--- src/rtl/lrb_pkg.sv ---
`timescale 1ns/1ps
package lrb_pkg;
    localparam int DATA_W = 32;
    localparam int OFF_W  = 8;
    localparam int PORT_W = 8;
    localparam int TAG_W  = 4;
    localparam int ADR_W  = DATA_W - TAG_W;

    typedef logic [DATA_W-1:0] word_t;
    typedef logic [ADR_W-1:0]  adr_t;

    typedef struct packed {
        logic              wr;
        logic [PORT_W-1:0] port;
        logic [OFF_W-1:0]  off;
    } req_t;

    typedef struct packed {
        logic             acc;
        logic             hit;
        logic             high;
        logic [OFF_W-2:0] idx;
    } sel_t;

    function automatic logic is_lock_tag(input logic [TAG_W-1:0] tag);
        return tag == '0;
    endfunction

    function automatic word_t to_word(input adr_t a);
        return {a, {TAG_W{1'b0}}};
    endfunction

    function automatic word_t pack_read(input adr_t a, input logic lk);
        return {a, {(TAG_W-1){1'b0}}, lk};
    endfunction
endpackage

--- src/rtl/lrb_decode.sv ---
`timescale 1ns/1ps
module lrb_decode
    import lrb_pkg::*;
#(
    parameter int                NUM_RGN   = 3,
    parameter logic [PORT_W-1:0] BANK_PORT = 8'h03,
    parameter logic [OFF_W-1:0]  BASE_OFF  = 8'h10
) (
    input  logic               valid,
    input  req_t               req,
    output logic [NUM_RGN-1:0] lo_we,
    output logic [NUM_RGN-1:0] hi_we,
    output sel_t               sel
);
    localparam logic [OFF_W-1:0] SPAN = OFF_W'(2 * NUM_RGN);

    logic             mine;
    logic [OFF_W-1:0] rel;
    logic             in_map;

    always_comb begin
        mine   = valid && (req.port == BANK_PORT);
        rel    = req.off - BASE_OFF;
        in_map = (req.off >= BASE_OFF) && (rel < SPAN);
        sel.acc  = mine && !req.wr;
        sel.hit  = in_map;
        sel.high = rel[0];
        sel.idx  = rel[OFF_W-1:1];
    end

    for (genvar k = 0; k < NUM_RGN; k++) begin : g_we
        logic this_rgn;
        assign this_rgn = mine && req.wr && in_map && (sel.idx == (OFF_W-1)'(k));
        assign lo_we[k] = this_rgn && !sel.high;
        assign hi_we[k] = this_rgn && sel.high;
    end
endmodule

--- src/rtl/lrb_region.sv ---
`timescale 1ns/1ps
module lrb_region
    import lrb_pkg::*;
(
    input  logic  clk,
    input  logic  rst,
    input  logic  lo_we,
    input  logic  hi_we,
    input  word_t wdata,
    output adr_t  base_q,
    output adr_t  end_q,
    output logic  locked
);
    always_ff @(posedge clk) begin
        if (rst) begin
            base_q <= '0;
            end_q  <= '0;
            locked <= 1'b0;
        end else if (!locked) begin
            if (lo_we) begin
                base_q <= wdata[DATA_W-1:TAG_W];
                if (is_lock_tag(wdata[TAG_W-1:0]))
                    locked <= 1'b1;
            end
            if (hi_we)
                end_q <= wdata[DATA_W-1:TAG_W];
        end
    end
endmodule

--- src/rtl/lrb_readback.sv ---
`timescale 1ns/1ps
module lrb_readback
    import lrb_pkg::*;
#(
    parameter int NUM_RGN = 3
) (
    input  logic               clk,
    input  logic               rst,
    input  sel_t               sel,
    input  adr_t               base_a [NUM_RGN],
    input  adr_t               end_a  [NUM_RGN],
    input  logic [NUM_RGN-1:0] lk,
    output logic               rsp_valid,
    output word_t              rsp_rdata
);
    word_t rd_next;

    always_comb begin
        rd_next = '0;
        for (int k = 0; k < NUM_RGN; k++) begin
            if (sel.hit && sel.idx == (OFF_W-1)'(k))
                rd_next = sel.high ? pack_read(end_a[k], lk[k])
                                   : pack_read(base_a[k], lk[k]);
        end
    end

    always_ff @(posedge clk) begin
        if (rst) begin
            rsp_valid <= 1'b0;
            rsp_rdata <= '0;
        end else begin
            rsp_valid <= sel.acc;
            if (sel.acc)
                rsp_rdata <= rd_next;
        end
    end
endmodule

--- src/rtl/lrb_bank.sv ---
`timescale 1ns/1ps
module lrb_bank
    import lrb_pkg::*;
#(
    parameter int                NUM_RGN   = 3,
    parameter logic [PORT_W-1:0] BANK_PORT = 8'h03,
    parameter logic [OFF_W-1:0]  BASE_OFF  = 8'h10
) (
    input  logic                      clk,
    input  logic                      rst,
    input  logic                      msg_valid,
    input  logic                      msg_write,
    input  logic [PORT_W-1:0]         msg_port,
    input  logic [OFF_W-1:0]          msg_offset,
    input  logic [DATA_W-1:0]         msg_wdata,
    output logic                      rsp_valid,
    output logic [DATA_W-1:0]         rsp_rdata,
    output logic [NUM_RGN*DATA_W-1:0] rgn_base,
    output logic [NUM_RGN*DATA_W-1:0] rgn_end,
    output logic [NUM_RGN-1:0]        rgn_locked
);
    req_t               req;
    sel_t               sel;
    logic [NUM_RGN-1:0] lo_we, hi_we;
    adr_t               base_a [NUM_RGN];
    adr_t               end_a  [NUM_RGN];

    assign req = '{wr: msg_write, port: msg_port, off: msg_offset};

    lrb_decode #(
        .NUM_RGN(NUM_RGN), .BANK_PORT(BANK_PORT), .BASE_OFF(BASE_OFF)
    ) u_dec (
        .valid(msg_valid), .req(req), .lo_we(lo_we), .hi_we(hi_we), .sel(sel)
    );

    for (genvar k = 0; k < NUM_RGN; k++) begin : g_rgn
        lrb_region u_rgn (
            .clk(clk), .rst(rst),
            .lo_we(lo_we[k]), .hi_we(hi_we[k]), .wdata(msg_wdata),
            .base_q(base_a[k]), .end_q(end_a[k]), .locked(rgn_locked[k])
        );
        assign rgn_base[k*DATA_W +: DATA_W] = to_word(base_a[k]);
        assign rgn_end[k*DATA_W +: DATA_W]  = to_word(end_a[k]);
    end

    lrb_readback #(.NUM_RGN(NUM_RGN)) u_rd (
        .clk(clk), .rst(rst), .sel(sel),
        .base_a(base_a), .end_a(end_a), .lk(rgn_locked),
        .rsp_valid(rsp_valid), .rsp_rdata(rsp_rdata)
    );
endmodule

--- config.mk ---
export PLATFORM = sky130hd
export DESIGN_NAME = lrb_bank
export DESIGN_NICKNAME = d
export VERILOG_FILES = /design/src/rtl/lrb_pkg.sv /design/src/rtl/lrb_decode.sv /design/src/rtl/lrb_region.sv /design/src/rtl/lrb_readback.sv /design/src/rtl/lrb_bank.sv
export SDC_FILE = /design/constraint.sdc
export NUM_CORES = 1
export LEC_CHECK = 0
export BUFFER_PORTS_ARGS = -buffer_cell sky130_fd_sc_hd__buf_2
export CORE_ASPECT_RATIO = 0.7
export CORE_UTILIZATION = 54
export CTS_BUF_LIST = sky130_fd_sc_hd__clkbuf_2 sky130_fd_sc_hd__clkbuf_4 sky130_fd_sc_hd__clkbuf_8
export DETAILED_ROUTE_END_ITERATION = 6
export GPL_ROUTABILITY_DRIVEN = 0
export PLACE_DENSITY = 0.87
export SLEW_MARGIN = 25
export SYNTH_ARGS = -nofsm -noshare
export SYNTH_HDL_FRONTEND = slang
export SYNTH_SLANG_ARGS = --single-unit
--- constraint.sdc ---
create_clock -name clk -period 2.89 [get_ports clk]
set_clock_uncertainty 0.05 [all_clocks]
set_input_delay 0.578 -clock clk [delete_from_list [all_inputs] [get_ports clk]]
set_output_delay 0.578 -clock clk [all_outputs]
set_load 0.01 [all_outputs]
==> results.ini <==
[setup_path]
reg2reg_slack_ns=1.25
r2r-end=g_rgn[1].u_rgn.end_q[21]
rr_startpoint=g_rgn[1].u_rgn.locked
required_ns=3.25
cp-start-kind=input port
worst-path-max-fanout=12
cp-end-kind=register
crit_type=in -> reg
r2r_cells=3
arrival_ns=2.90
endpoint=g_rgn[1].u_rgn.end_q[21]
crit_start=msg_port[2]

[clock_tree]
htreeDepth=1
numCtsBuffers=30
cts_buffer_depth=3
cts.sinks=201
path_clk_slew_ns=0.06
cts_hold_buf=0
worst_skew_pair.late_latency_ns=0.54
cts_root_buf=clkbuf_8
cts_tree=done
cts_resized=0
cts_setup_buffers=0

[route]
vias=7578
vias_per_cell=5.452
first_pass_iters=5
drt_iter0_markers=452
wire_per_inst_um=18.39
ant_nets=0
drc=0
wirelength_mm=25.56

[placement]
dpl-instance-area_um2=10880
place.detailed.hpwl_mm=17.79
placed_cells=1334
dp_slack_ns=-0.1881
numPortBuffers=252

[cells_and_area]
drive_above_1_share=0.3488
layout.nets=1196
multiInputGateArea_um2=4916
utilization=0.6927
regArea_um2=4024
areaGrowthSynthToFinish_pct=23.27
fin_cells=1390
fillCellCount=1279
fin_area_um2=11530

[floorplan]
initial_core_util=0.5619
die_width_um=159.3
fp.dieH_um=112.1
placementRows=39
core_um2=16640
ios=280
die-area_um2=17850

[yosys]
yosysWarnings=0
yosys.cell_types.count=39
async_flop_share=0
synth_enable_flop_cells=0
avgSynthCellArea_um2=10.54
synth_seq_cells=201
syn_area_um2=9350
synthFlopType=dfxtp_1
synthCells=887
synth_seq_area_share=0.4303

[global_route]
grt_pass1_wl_mm=40.05
grtUsageTotal=0.2794
grt_max_degree=81
antenna_found_initial=1
overflow=0
grt_pass1_vias=7335

[hold_path]
min_path_cells=2
min_path_type=in -> reg

[job]
cap_violations=0

[timing]
post-route-period-util=0.8799
min_period_ns=2.543
fin_setup_tns_ns=0
timing.fmax_ghz=0.3932
fin_ws_ns=0.3470
worstMarginPinSlew_ns=0.5797
drv_slew=0
holdWs_ns=0.2111
max-slew-margin-rel=0.6099
rsz0062_at_grt=false
hold_viol_final=0
setup_viol=0

[power]
cellPowerDensity_nw_per_um2=476.9
ir_worst_vdd_mv=0.3392
power_mw=5.496
p_leak_nw=5.948

[run_status]
outcome=completed

==> how the worst min path moves through the flow <==
| stage | start | slack (ns) | to |
|---|---|---|---|
| floorplan | g_rgn[0].u_rgn.locked | 0.41 | g_rgn[0].u_rgn.locked |
| global placement | u_rd.rsp_rdata[0] | 0.40 | u_rd.rsp_rdata[0] |
| detailed placement | u_rd.rsp_rdata[31] | 0.41 | u_rd.rsp_rdata[31] |
| CTS | msg_write | 0.17 | u_rd.rsp_valid |
| global route | msg_write | 0.19 | u_rd.rsp_valid |
| finish | msg_write | 0.21 | u_rd.rsp_valid |
==> power by group <==
part	internal (mW)	switching (mW)	leakage (nW)
logic	0.128	0.164	3.98
registers	2.77	0.000251	1.62
clock network	1.34	1.09	0.348
total	4.24	1.26	5.95
==> metal layers <==
metal	vias to the layer above	part of all wire	wire length, um	track usage
met3	48	0.077	1968	0.06024
met1	3665	0.44	11340	0.3810
met2	342	0.46	11740	0.4444
met5	-	0	0	0
li1	3523	-	-	-
met4	0	0.020	512	0.08974
==> sequential cells by signal (all words and copies together), names as in the netlist <==
register	cells
g_rgn.u_rgn.base_q	84
g_rgn.u_rgn.end_q	84
u_rd.rsp_rdata	29
g_rgn.u_rgn.locked	3
u_rd.rsp_valid	1
==> worst max-delay path, cell delays in order <==
cell	delay, ns
buf_2	0.10
nor4_1	0.28
nand3b_1	0.20
or4_1	0.63
or4_2	0.71
buf_4	0.25
mux2i_1	0.14
==> kinds of logic (layout without fill, tap and decap cells) <==
group,after synthesis,count (layout),share of synthesized area
and+or+nand+nor,294,294,0.1800
muxes,224,224,0.2795
DFF,201,201,0.4303
buffers and inverters,100,351,0.05821
AOI/OAI and AO/OA,64,64,0.04750
adders and majority gates,3,3,0.004015
other,1,28,0.0004011
==> cell usage in the layout, fill, tap and decap left out, types with 9 or more instances in the layout <==
master,n
buf_2,250
dfxtp_1,201
nand2b_1,199
mux2i_1,170
nand2_1,55
clkbuf_8,37
buf_4,32
mux4_2,27
mux2_2,27
conb_1,27
o21bai_1,22
a31oi_1,22
nor2_1,12
clkinv_2,9
==> cell type report <==
cell class                 count  area share
multi-input combinational    612      0.4265
clock inverter                11    0.007165
inverter                       7    0.002280
sequential                   201      0.3491
antenna                        1   0.0002171
tap                          225     0.02442
clock buffer                  44     0.04874
timing repair buffer         289      0.1416
==> cells in the mapped netlist (all sizes together), types with 4 or more instances <==
| cell type | count | area share |
|---|---|---|
| dfxtp | 201 | 0.43 |
| nand2b | 199 | 0.13 |
| mux2i | 170 | 0.18 |
| nand2 | 55 | 0.022 |
| buf | 49 | 0.038 |
| clkbuf | 44 | 0.018 |
| mux2 | 27 | 0.033 |
| mux4 | 27 | 0.065 |
| a31oi | 22 | 0.015 |
| o21bai | 22 | 0.018 |
| nor2 | 12 | 0.0048 |
| inv | 7 | 0.0028 |
| nand3 | 5 | 0.0027 |
| nor4 | 5 | 0.0040 |
| a21oi | 4 | 0.0021 |
| a311oi | 4 | 0.0037 |
| nor3 | 4 | 0.0021 |
No activity file was read; power rests on OpenSTA's default activity.
